$ cat config.mk
export PLATFORM = sky130hd
export DESIGN_NAME = adcu_bank_unpacker
export DESIGN_NICKNAME = d
export VERILOG_FILES = /design/src/rtl/adcu_pkg.sv /design/src/rtl/adcu_field_pick.sv /design/src/rtl/adcu_res_merge.sv /design/src/rtl/adcu_bank_unpacker.sv
export SDC_FILE = /design/constraint.sdc
export NUM_CORES = 1
export LEC_CHECK = 0
export BUFFER_PORTS_ARGS = -buffer_cell sky130_fd_sc_hd__buf_2
export CAP_MARGIN = 15
export CORE_MARGIN = 5
export CORE_UTILIZATION = 65
export DETAILED_ROUTE_END_ITERATION = 8
export MAX_ROUTING_LAYER = met4
export PLACE_DENSITY = 0.91
export SLEW_MARGIN = 30
export SYNTH_ARGS = -nofsm -noshare
export SYNTH_HDL_FRONTEND = slang
export SYNTH_SLANG_ARGS = --single-unit
export TNS_END_PERCENT = 10
$ cat constraint.sdc
create_clock -name clk -period 9.5 [get_ports clk]
set_input_delay 0.95 -clock clk [delete_from_list [all_inputs] [get_ports clk]]
set_output_delay 0.95 -clock clk [all_outputs]
set_load 0.01 [all_outputs]
$ cat src/rtl/adcu_pkg.sv
package adcu_pkg;

    // Control phase of the unpacker
    typedef enum logic [1:0] {
        PH_SELECT = 2'd0,   // waiting for the per-channel width selector
        PH_BODY   = 2'd1,   // extracting fields from payload words
        PH_FLUSH  = 2'd2    // discarding surplus words up to the marked last one
    } adcu_phase_e;

endpackage

$ cat src/rtl/adcu_field_pick.sv
// Chooses the width of the current field, tells whether the reservoir
// holds enough bits for it, and widens a narrow code by sign extension.
module adcu_field_pick #(
    parameter int NARROW_W = 4,
    parameter int WIDE_W   = 12,
    parameter int RES_W    = 64,
    parameter int CNT_W    = 7
) (
    input  logic [RES_W-1:0]  res_bits,
    input  logic [CNT_W-1:0]  res_cnt,
    input  logic              wide_sel,
    output logic [WIDE_W-1:0] field,
    output logic [CNT_W-1:0]  field_len,
    output logic              have_field
);
    localparam logic [CNT_W-1:0] NARROW_LEN = CNT_W'(NARROW_W);
    localparam logic [CNT_W-1:0] WIDE_LEN   = CNT_W'(WIDE_W);

    logic [WIDE_W-1:0] narrow_ext;

    always_comb begin
        narrow_ext = {{(WIDE_W-NARROW_W){res_bits[NARROW_W-1]}}, res_bits[NARROW_W-1:0]};
        field_len  = wide_sel ? WIDE_LEN : NARROW_LEN;
        have_field = (res_cnt >= field_len);
        field      = wide_sel ? res_bits[WIDE_W-1:0] : narrow_ext;
    end

endmodule

$ cat src/rtl/adcu_res_merge.sv
// Removes the consumed field from the bottom of the bit reservoir and
// appends a newly accepted word directly above the remaining bits.
module adcu_res_merge #(
    parameter int WORD_W = 32,
    parameter int RES_W  = 64,
    parameter int CNT_W  = 7
) (
    input  logic [RES_W-1:0]  res_bits,
    input  logic [CNT_W-1:0]  res_cnt,
    input  logic [CNT_W-1:0]  drop_len,
    input  logic              append,
    input  logic [WORD_W-1:0] word,
    output logic [RES_W-1:0]  nxt_bits,
    output logic [CNT_W-1:0]  nxt_cnt
);
    localparam logic [CNT_W-1:0] WORD_LEN = CNT_W'(WORD_W);

    logic [RES_W-1:0] kept;
    logic [CNT_W-1:0] kept_cnt;
    logic [RES_W-1:0] placed;

    always_comb begin
        kept     = res_bits >> drop_len;
        kept_cnt = res_cnt - drop_len;
        placed   = {{(RES_W-WORD_W){1'b0}}, word} << kept_cnt;
        if (append) begin
            nxt_bits = kept | placed;
            nxt_cnt  = kept_cnt + WORD_LEN;
        end else begin
            nxt_bits = kept;
            nxt_cnt  = kept_cnt;
        end
    end

endmodule

$ cat src/rtl/adcu_bank_unpacker.sv
module adcu_bank_unpacker #(
    parameter int NUM_CH   = 32,
    parameter int WORD_W   = 32,
    parameter int NARROW_W = 4,
    parameter int WIDE_W   = 12
) (
    input  logic              clk,
    input  logic              rst_n,
    input  logic              in_valid,
    input  logic [WORD_W-1:0] in_data,
    input  logic              in_last,
    output logic              in_ready,
    output logic              out_valid,
    output logic [WIDE_W-1:0] out_sample,
    output logic [$clog2(NUM_CH)-1:0] out_chan,
    output logic              out_done,
    output logic              out_err
);
    import adcu_pkg::*;

    localparam int CH_W  = $clog2(NUM_CH);
    localparam int RES_W = 2 * WORD_W;
    localparam int CNT_W = $clog2(RES_W + 1);
    localparam logic [CNT_W-1:0] WORD_LEN = CNT_W'(WORD_W);
    localparam logic [CH_W-1:0]  LAST_CH  = CH_W'(NUM_CH - 1);

    typedef struct packed {
        adcu_phase_e       phase;
        logic [NUM_CH-1:0] sel;
        logic [RES_W-1:0]  bits;
        logic [CNT_W-1:0]  cnt;
        logic [CH_W-1:0]   chan;
        logic              last_in;
        logic              ov;
        logic [WIDE_W-1:0] osamp;
        logic [CH_W-1:0]   ochan;
        logic              odone;
        logic              oerr;
    } unp_state_t;

    unp_state_t st_q, st_d;

    logic [WIDE_W-1:0] fld;
    logic [CNT_W-1:0]  fld_len;
    logic              fld_ok;
    logic              take;
    logic              extract;
    logic [CNT_W-1:0]  drop_len;
    logic [RES_W-1:0]  mrg_bits;
    logic [CNT_W-1:0]  mrg_cnt;

    adcu_field_pick #(
        .NARROW_W(NARROW_W), .WIDE_W(WIDE_W), .RES_W(RES_W), .CNT_W(CNT_W)
    ) u_pick (
        .res_bits  (st_q.bits),
        .res_cnt   (st_q.cnt),
        .wide_sel  (st_q.sel[st_q.chan]),
        .field     (fld),
        .field_len (fld_len),
        .have_field(fld_ok)
    );

    adcu_res_merge #(
        .WORD_W(WORD_W), .RES_W(RES_W), .CNT_W(CNT_W)
    ) u_merge (
        .res_bits(st_q.bits),
        .res_cnt (st_q.cnt),
        .drop_len(drop_len),
        .append  (take && st_q.phase == PH_BODY),
        .word    (in_data),
        .nxt_bits(mrg_bits),
        .nxt_cnt (mrg_cnt)
    );

    // Ready depends on registered state only
    always_comb begin
        case (st_q.phase)
            PH_SELECT: in_ready = 1'b1;
            PH_BODY:   in_ready = !st_q.last_in && (st_q.cnt < WORD_LEN);
            PH_FLUSH:  in_ready = 1'b1;
            default:   in_ready = 1'b0;
        endcase
    end

    always_comb begin
        take     = in_valid && in_ready;
        extract  = (st_q.phase == PH_BODY) && fld_ok;
        drop_len = extract ? fld_len : '0;

        st_d       = st_q;
        st_d.ov    = 1'b0;
        st_d.odone = 1'b0;
        st_d.oerr  = 1'b0;

        case (st_q.phase)
            PH_SELECT: begin
                if (take) begin
                    if (in_last) begin
                        st_d.oerr = 1'b1;
                    end else begin
                        st_d.sel     = in_data[NUM_CH-1:0];
                        st_d.bits    = '0;
                        st_d.cnt     = '0;
                        st_d.chan    = '0;
                        st_d.last_in = 1'b0;
                        st_d.phase   = PH_BODY;
                    end
                end
            end
            PH_BODY: begin
                st_d.bits = mrg_bits;
                st_d.cnt  = mrg_cnt;
                if (take && in_last) begin
                    st_d.last_in = 1'b1;
                end
                if (extract) begin
                    st_d.ov    = 1'b1;
                    st_d.osamp = fld;
                    st_d.ochan = st_q.chan;
                    st_d.chan  = st_q.chan + CH_W'(1);
                    if (st_q.chan == LAST_CH) begin
                        st_d.odone = 1'b1;
                        if (st_q.last_in) begin
                            st_d.phase = PH_SELECT;
                        end else if (take && in_last) begin
                            st_d.oerr  = 1'b1;
                            st_d.phase = PH_SELECT;
                        end else begin
                            st_d.phase = PH_FLUSH;
                        end
                    end
                end else if (st_q.last_in) begin
                    st_d.oerr  = 1'b1;
                    st_d.phase = PH_SELECT;
                end
            end
            PH_FLUSH: begin
                if (take && in_last) begin
                    st_d.oerr  = 1'b1;
                    st_d.phase = PH_SELECT;
                end
            end
            default: st_d.phase = PH_SELECT;
        endcase
    end

    always_ff @(posedge clk) begin
        if (!rst_n) begin
            st_q       <= '0;
            st_q.phase <= PH_SELECT;
        end else begin
            st_q <= st_d;
        end
    end

    assign out_valid  = st_q.ov;
    assign out_sample = st_q.osamp;
    assign out_chan   = st_q.ochan;
    assign out_done   = st_q.odone;
    assign out_err    = st_q.oerr;

endmodule

After elaboration in Yosys (flattened, before gate mapping)
Cells that the tools add are included.
{"block": "totals", "out_inout_bits": 21, "in_bits": 36, "wordCells": 77, "register_bits": 131}
{"block": "op_classes", "n_eq_ne": 10, "n_lt_le_gt_ge": 3, "add_sub_neg": 3, "n_shift": 2, "bitwise": 2, "n_reduce_logical": 17, "n_mux": 29}
{"operator": "$mux W111", "n": 2}
{"operator": "$pmux W77 S2", "n": 1}
{"operator": "$mux W64", "n": 1}
{"operator": "$or A64 B64 Y64", "n": 1}
{"operator": "$shl A32 B7 Y64", "n": 1}
{"operator": "$shr A64 B7 Y64", "n": 1}
{"operator": "$mux W19", "n": 1}
{"operator": "$mux W2", "n": 7}
{"operator": "$mux W7", "n": 2}
{"operator": "$mux W12", "n": 1}
{"operator": "$reduce_and A3 Y1", "n": 3}
{"operator": "$mux W1", "n": 8}
{"operator": "$ne A2 B2 Y1 const B", "n": 4}
{"operator": "$reduce_and A4 Y1", "n": 2}
{"operator": "$add A7 B6 Y7 const B", "n": 1}
{"operator": "$ge A7 B7 Y1", "n": 1}
{"operator": "$lt A7 B6 Y1 const B", "n": 1}
{"operator": "$sub A7 B7 Y7", "n": 1}
{"operator": "$lt A5 B6 Y1 const B", "n": 1}
{"operator": "$pmux W2 S3", "n": 1}
{"operator": "$add A5 B1 Y5 const B", "n": 1}
{"operator": "$bmux W1 S5", "n": 1}
{"operator": "$eq A5 B5 Y1 const B", "n": 1}
{"operator": "$logic_and A1 B1 Y1", "n": 5}
{"operator": "16 further kinds", "n": 17}

Depth between registers and ports, before layout
Gate-level depths: netlist (run 1).
{"block": "logic_depth", "word_depth": 11, "depth_mapped": 23}

Modules after synthesis
A second synthesis (run 1) with hierarchy kept.
{"block": "hier_totals", "hier_cells": 1505, "area_unflattened_um2": 12818.5}
{"module": "adcu_res_merge", "instances": 1, "cells_each": 895, "area_each_um2": 7106.8}
{"module": "adcu_bank_unpacker", "instances": 1, "cells_each": 573, "area_each_um2": 5495.3}
{"module": "adcu_field_pick", "instances": 1, "cells_each": 37, "area_each_um2": 216.5}

Worst setup path after synthesis (run 1)
No wires, ideal clock.
{"block": "synth_path", "kind": "reg-to-reg", "from": "register st_q[22] (netlist bit)", "to": "register st_q[86] (netlist bit)", "period_less_slack_ps": 5061, "required_ps": 9378, "path_buffers": 6, "setup_slack_ps": 4439, "path_stages_with_launch": 23, "arrival_ps": 4939, "cell_sequence": "dfxtp_1 buf_4 buf_4 mux2i_1 a22oi_1 nand3_1 and4_1 ha_1 or4_1 o21ai_1 buf_2 inv_1 clkbuf_1 ha_1 fa_1 buf_2 buf_1 mux4_2 nand2_1 o21ai_0 a22oi_1 a21oi_1 a221o_1"}
{"block": "synth_via", "elab_chain_cells": 11}
{"item": "start, declared", "line": "adcu_bank_unpacker.sv:41", "source": "unp_state_t st_q, st_d;"}
{"item": "start signal, assigned", "line": "adcu_bank_unpacker.sv:152", "source": "st_q <= st_d;"}
{"item": "$bmux W1 S5 *", "line": "adcu_bank_unpacker.sv:57", "source": ".wide_sel (st_q.sel[st_q.chan]),"}
{"item": "$mux W1 (not written as such) *", "line": "adcu_bank_unpacker.sv:57"}
{"item": "$mux W4 *", "line": "adcu_field_pick.sv:23", "source": "field_len = wide_sel ? WIDE_LEN : NARROW_LEN;"}
{"item": "$ge A7 B7 Y1 *", "line": "adcu_field_pick.sv:24", "source": "have_field = (res_cnt >= field_len);"}
{"item": "$logic_and A1 B1 Y1 *", "line": "adcu_bank_unpacker.sv:87", "source": "extract = (st_q.phase == PH_BODY) && fld_ok;"}
{"item": "net extract", "line": "adcu_bank_unpacker.sv:47", "source": "logic extract;"}
{"item": "$mux W7 *", "line": "adcu_bank_unpacker.sv:88", "source": "drop_len = extract ? fld_len : '0;"}
{"item": "$sub A7 B7 Y7", "line": "adcu_res_merge.sv:24", "source": "kept_cnt = res_cnt - drop_len;"}
{"item": "$shl A32 B7 Y64", "line": "adcu_res_merge.sv:25", "source": "placed = {{(RES_W-WORD_W){1'b0}}, word} << kept_cnt;"}
{"item": "$or A64 B64 Y64", "line": "adcu_res_merge.sv:27", "source": "nxt_bits = kept | placed;"}
{"item": "$mux W64 *", "line": "adcu_res_merge.sv:26", "source": "if (append) begin"}
{"item": "$pmux W77 S2 *", "line": "adcu_bank_unpacker.sv:95", "source": "case (st_q.phase)"}
The timed path passes the listed nets; every way through them passes the cells marked *. The select of a mux whose other input is x is not followed.
A chain may end at the register's enable or synchronous reset.

Final worst setup path (run 1)
{"block": "layout_path", "from": "register st_q[22] (netlist bit)", "to": "register st_q[89] (netlist bit)"}
{"block": "layout_via", "elab_chain_cells": 11}
{"item": "$bmux W1 S5 *", "line": "adcu_bank_unpacker.sv:57"}
{"item": "$mux W1 (not written as such) *", "line": "adcu_bank_unpacker.sv:57"}
{"item": "$mux W4 *", "line": "adcu_field_pick.sv:23"}
{"item": "$ge A7 B7 Y1", "line": "adcu_field_pick.sv:24"}
{"item": "$logic_and A1 B1 Y1", "line": "adcu_bank_unpacker.sv:87"}
{"item": "$mux W7 *", "line": "adcu_bank_unpacker.sv:88"}
{"item": "$sub A7 B7 Y7", "line": "adcu_res_merge.sv:24"}
{"item": "$shl A32 B7 Y64", "line": "adcu_res_merge.sv:25"}
{"item": "$or A64 B64 Y64", "line": "adcu_res_merge.sv:27"}
{"item": "$mux W64 *", "line": "adcu_res_merge.sv:26"}
{"item": "$pmux W77 S2 *", "line": "adcu_bank_unpacker.sv:95"}
Every way passes the cells marked *; elsewhere a longest branch is shown, timed or not. The select of a mux whose other input is x is not followed.

==> results of run 1 <==
## metal layers
| metal | GRT usage | vias up |
|---|---|---|
| li1 | - | 3138 |
| met1 | 0.472 | 3339 |
| met2 | 0.559 | 560 |
| met3 | 0.103 | 149 |
| met4 | 0.217 | 0 |
| met5 | - | - |
## logic make-up (layout without fill, tap and decap cells)
kind of cell / Yosys count / after routing / synth area share
AO/OA/AOI/OAI: 284 / 284 / 0.296
XOR/XNOR: 5 / 5 / 0.00602
adder cells (fa/ha/maj): 6 / 6 / 0.0113
buffers and inverters: 96 / 106 / 0.0682
flip-flops: 129 / 129 / 0.355
multiplexers: 61 / 61 / 0.0990
AND/OR/NAND/NOR: 268 / 268 / 0.165
## cell usage after synthesis, types with 13 or more instances
cell        n  share of area
a21boi_0   45          0.046
a21oi_1    33          0.023
a221o_1    67          0.092
a22o_1     15          0.018
a22oi_1    30          0.031
buf_2      13         0.0089
buf_4      24          0.025
clkbuf_1   42          0.022
dfxtp_1   129           0.35
mux2i_1    45          0.062
nand2_1   167          0.086
nor2_1     24          0.012
o21ai_0    47          0.032
## how the worst max path moves through the flow
stage / endpoint / start
CTS: st_q[89]$_SDFFE_PN0P_ / st_q[22]$_SDFFE_PN0P_
floorplan: st_q[86]$_SDFFE_PN0P_ / st_q[22]$_SDFFE_PN0P_
finish: st_q[89]$_SDFFE_PN0P_ / st_q[22]$_SDFFE_PN0P_
global placement: st_q[63]$_SDFFE_PN0P_ / st_q[22]$_SDFFE_PN0P_
global route: st_q[89]$_SDFFE_PN0P_ / st_q[22]$_SDFFE_PN0P_
detailed placement: st_q[61]$_SDFFE_PN0P_ / st_q[22]$_SDFFE_PN0P_
## area by class of cell
class                   count  area share
multi-input cells         624       0.533
flip-flops and latches    129       0.324
clock buffers              20      0.0559
repair buffers             65      0.0437
well taps                 140      0.0220
clock inverters            12      0.0166
inverters                   9     0.00424
## critical path, stage by stage, from the launching register on
cell	delay (ns)
dfxtp_2	0.70
mux2i_1	0.18
a22oi_1	0.23
nand3_1	0.12
and4_1	0.28
ha_1	0.20
or4_1	0.46
o21ai_2	0.42
buf_4	0.40
a41oi_1	0.23
fa_4	1.34
mux2_2	0.42
a22oi_1	0.37
a21oi_1	0.18
a22oi_1	0.24
a21oi_1	0.12
a221o_1	0.27
## state kept, by name (all words and copies together) (netlist names)
name and flops:
st_q 109, out_sample 12, out_chan 5, out_done 1
out_err 1, out_valid 1
## power groups by stage
| stage | sequential, mW | combinational, mW | clock [mW] |
|---|---|---|---|
| 6_report | 0.559 | 0.119 | 0.642 |
| 5_1_grt | 0.559 | 0.125 | 0.670 |
| 2_1_floorplan | 0.565 | 0.0742 | 0 |
| 3_5_place_dp | 0.570 | 0.112 | 0 |
| 4_1_cts | 0.558 | 0.113 | 0.643 |
| 3_3_place_gp | 0.569 | 0.108 | 0 |
==> flow_summary.json, run 1 <==
{
  "outcome": "complete, no violations",
  "worstRegToRegCells": 16,
  "sequentialPowerShare": 0.423,
  "max_slew_margin": 0.324,
  "grt-ovfl-total": 0,
  "grt_pass1_wl_um": 37600,
  "dieArea_um2": 13400,
  "dp.cells": 967,
  "area_growth_pct": 9.43,
  "place_congestion": 1.04,
  "crit_arrival_ns": 6.72,
  "ys.flop_type": "dfxtp_1",
  "dp_slack_ns": 3.00,
  "p_int_mw": 0.976,
  "postCtsSetupBuffers": 0,
  "rsz0062_at_grt": "false",
  "r2r_setup_slack_ns": 3.21,
  "numCtsBuffers": 17,
  "root_buffer": "clkbuf_8",
  "placed_cell_area_um2": 7370,
  "peakVddDrop_mv": 0.213,
  "wl_per_cell_um": 24.4,
  "avgSynthCellArea_um2": 8.58,
  "clockBufferDepth": 2,
  "finalSetupViolCount": 0,
  "die_h_um": 116,
  "io_pins": 57,
  "clock_latency_ns": 0.55,
  "synthArstFlopShare": 0,
  "initial_core_util": 0.669,
  "cts_tree": "done",
  "ys_seq_area_frac": 0.355,
  "power_density_nw_per_um2": 166,
  "numClockSinks": 129,
  "fin_util": 0.732,
  "critPathLaunchType": "register",
  "synthCells": 849,
  "hpwl_um": 16200,
  "cts.hold.buffers_added": 0,
  "p_sw_frac": 0.260,
  "maxUsedRoutingLayer": "met4",
  "setup_tns_ns": 0,
  "antenna_found_initial": 0,
  "drive_above_1_share": 0.161,
  "vias": 7186,
  "drv_slew": 0,
  "yosys_register_bits": 129,
  "synth_cell_type_count": 60,
  "final_nets": 888,
  "holdPathStages": 2,
  "tightestPinTransition_ns": 1.01,
  "cp_max_fo": 45,
  "multiInputGateArea_um2": 4250,
  "wl_met1_um": 9210,
  "num_antenna_cells": 0,
  "wl_um": 24400,
  "final_common_cell": "nand2_1",
  "cp.required_ns": 9.93,
  "n_fill_cell": 797,
  "syn_area_um2": 7280,
  "r2r-start": "st_q[22]$_SDFFE_PN0P_",
  "cts.repair.resized": 0,
  "synth_edf_count": 0,
  "h-tree-depth": 4,
  "clockPowerShare": 0.487,
  "worstHoldPathType": "reg -> reg",
  "drv_cap": 0,
  "period_share": 0.662,
  "fin_area_um2": 7970,
  "most-common-layout-cells": "nand2_1, dfxtp_1, a221o_1",
  "seqCellArea_um2": 2580,
  "cp-end-kind": "register",
  "drtIter0Drc": 1137,
  "p_leak_nw": 3.08,
  "period_minus_slack_ns": 6.29,
  "met2_length_um": 10500,
  "die_w_um": 116,
  "whs_endpoint": "out_sample[3]$_SDFFE_PN0P_",
  "post-route-drc-count": 0,
  "grtUsageTotal": 0.381,
  "finalHoldViolations": 0,
  "yosys_warnings": 0,
  "via_per_inst": 7.19,
  "row_count": 38,
  "holdWs_ns": 0.469,
  "p_comb_frac": 0.090,
  "worstSetupPathType": "reg -> reg",
  "r2r-end": "st_q[89]$_SDFFE_PN0P_",
  "grt_pass1_vias": 6879,
  "fin_worst_skew_ns": 0.00990,
  "fin_cells": 999,
  "timing.fmax_mhz": 159,
  "syn-num-nets": 891,
  "grt_max_degree": 60,
  "dr_wl_met3_um": 3090,
  "portBuffers": 56,
  "p_total_mw": 1.32,
  "hp-start": "out_sample[3]$_SDFFE_PN0P_",
  "p_sw_mw": 0.343,
  "core_area_um2": 10900,
  "worst_slack_ns": 3.21,
  "drtAntennaViolNets": 0,
  "first_pass_iters": 5,
  "clk_pin_slew_ns": 0.06
}
Note: power is estimated with default switching activity, not from simulation.
==> run 2, diff against run 1 <==
- CORE_UTILIZATION: 65 -> 55
- PLACE_DENSITY: 0.91 -> 0.83
- clock period: 9.5 -> 5.4 ns (I/O delays scaled with it)
==> run 2 against run 1 <==
Compared with the run above:
- register-to-register slack worse by 3.1 ns
- non-clock buffer count is 13 higher
- critical path depth up 2
- routed wire length decreased by 7.4%
- global-route usage is 9.1 points lower
- largest cell class unchanged
==> flow_summary.json, run 2 (synthesis gave the netlist of run 1 again) <==
{
  "outcome": "complete, no violations",
  "cp.required_ns": 5.71,
  "worstHoldPathType": "in -> reg",
  "drive_above_1_share": 0.173,
  "row_count": 42,
  "wl_per_cell_um": 21.5,
  "cts.hold.buffers_added": 0,
  "root_buffer": "clkbuf_16",
  "setup_tns_ns": 0,
  "grt_pass1_wl_um": 35500,
  "num_antenna_cells": 0,
  "hpwl_um": 15400,
  "fin_worst_skew_ns": 0.00603,
  "dieArea_um2": 15600,
  "most-common-layout-cells": "nand2_1, dfxtp_1, a221o_1",
  "critPathMaxStageDelay_ns": 0.62,
  "cp-end-kind": "register",
  "post-route-drc-count": 0,
  "io_pins": 57,
  "cp_slowest_cell": "fa_2",
  "period_share": 0.973,
  "via_per_inst": 6.57,
  "drv_cap": 0,
  "drtAntennaViolNets": 0,
  "clock_latency_ns": 0.43,
  "largest_reg_flops": 109,
  "max_slew_margin": 0.370,
  "cp_num_buf_inv": 3,
  "antenna_found_initial": 0,
  "wl_um": 22600,
  "p_leak_nw": 3.16,
  "die_h_um": 125,
  "peakVddDrop_mv": 0.213,
  "numCtsBuffers": 17,
  "grt-ovfl-total": 0,
  "dp_slack_ns": 0.434,
  "clk_pin_slew_ns": 0.06,
  "vias": 6886,
  "critPathLaunchType": "register",
  "finalSetupViolCount": 0,
  "cts_tree": "done",
  "period_minus_slack_ns": 5.25,
  "cp_max_fo": 20,
  "grtUsageTotal": 0.290,
  "tightestPinTransition_ns": 0.945,
  "path_cells": "buf_4, mux2i_1, a211oi_1, nand3_1, and4_1, ha_1, or4_1, o21ai_2, inv_1, ha_2, fa_2, buf_12, mux2_2, a22oi_1, a21oi_1, a22oi_1, a21oi_1, a221o_1",
  "final_common_cell": "nand2_1",
  "portBuffers": 56,
  "place_congestion": 1.03,
  "grt_pass1_vias": 6386,
  "first_pass_iters": 6,
  "crit_arrival_ns": 5.57,
  "critical_path.top_delay_family": "compound AO/OA/AOI/OAI gates",
  "area_growth_pct": 12.2,
  "drtIter0Drc": 901,
  "power_density_nw_per_um2": 294,
  "n_fill_cell": 1068,
  "final_nets": 901,
  "worstSetupPathType": "reg -> reg",
  "h-tree-depth": 4,
  "finalHoldViolations": 0,
  "timing.fmax_mhz": 190,
  "top_register": "st_q",
  "die_w_um": 125,
  "core_area_um2": 13100,
  "grt_max_degree": 60,
  "worst_slack_ns": 0.146,
  "clockBufferDepth": 2,
  "drv_slew": 0,
  "numClockSinks": 129,
  "initial_core_util": 0.556
}
## run 2: changes by cell type in the layout (fill, tap and decap cells not counted), sizes merged
cell      before  now
clkinv         5    2
buf           65   78
bufinv         2    3
clkinvlp       3    5
## run 2: worst paths after layout
path / startpoint / end / slack (ns) / cells past startpoint
setup / recovery: st_q[22]$_SDFFE_PN0P_ / st_q[90]$_SDFFE_PN0P_ / 0.15 / 18
hold / removal: in_data[15] / st_q[112]$_SDFFE_PN0P_ / 0.40 / 3
setup reg to reg: st_q[22]$_SDFFE_PN0P_ / st_q[90]$_SDFFE_PN0P_ / 0.15 / 18
hold reg to reg: out_sample[3]$_SDFFE_PN0P_ / out_sample[3]$_SDFFE_PN0P_ / 0.46 / 2
## run 2: power by group
part	internal (mW)	total [mW]	switching, mW
registers	0.967	0.983	0.0154
clock network	0.763	1.21	0.446
logic	0.0707	0.208	0.137
## run 2: tightest hold or removal path: cells and delay by family
| kind | cells | cell delay, ns |
|---|---|---|
| AO/OA/AOI/OAI | 1 | 0.06 |
| buffers and inverters | 1 | 0.12 |
| AND/OR/NAND/NOR | 1 | 0.05 |
## run 2: layout make-up
type	instances	area (um2)	area share
clock buffers	20	467	0.0571
clock inverters	12	155	0.0190
inverters	9	33.8	0.00414
multi-input cells	624	4240	0.519
flip-flops and latches	129	2580	0.316
well taps	176	220	0.0270
repair buffers	78	470	0.0576
## run 2: metrics by stage
stage	hold slack, ns	instance area, um2	util	total power, mW	instances
after floorplan	0.439	7280	-	1.12	849
after global placement	0.448	7520	0.574	1.20	1015
after detailed placement	0.458	7520	0.575	1.20	1015
after CTS	0.394	8140	0.622	2.39	1047
after global routing	0.416	8170	0.624	2.46	1048
final	0.400	8170	0.624	2.40	1048
## run 2: timing repair
action                     CTS  global route
setup endpoints to repair    0             2
gates resized for setup      0             1
hold endpoints to repair     0             0
buffers inserted             0             1
## run 2: routing by layer
layer  wire length, um  global-route usage  part of all wire  vias up
li1                  -                   -                 -     3167
met1              9370               0.389              0.42     3211
met2             10000               0.425              0.45      432
met3              2240              0.0563             0.099       76
met4               909               0.132             0.040        0
met5                 0                   -                 0        -
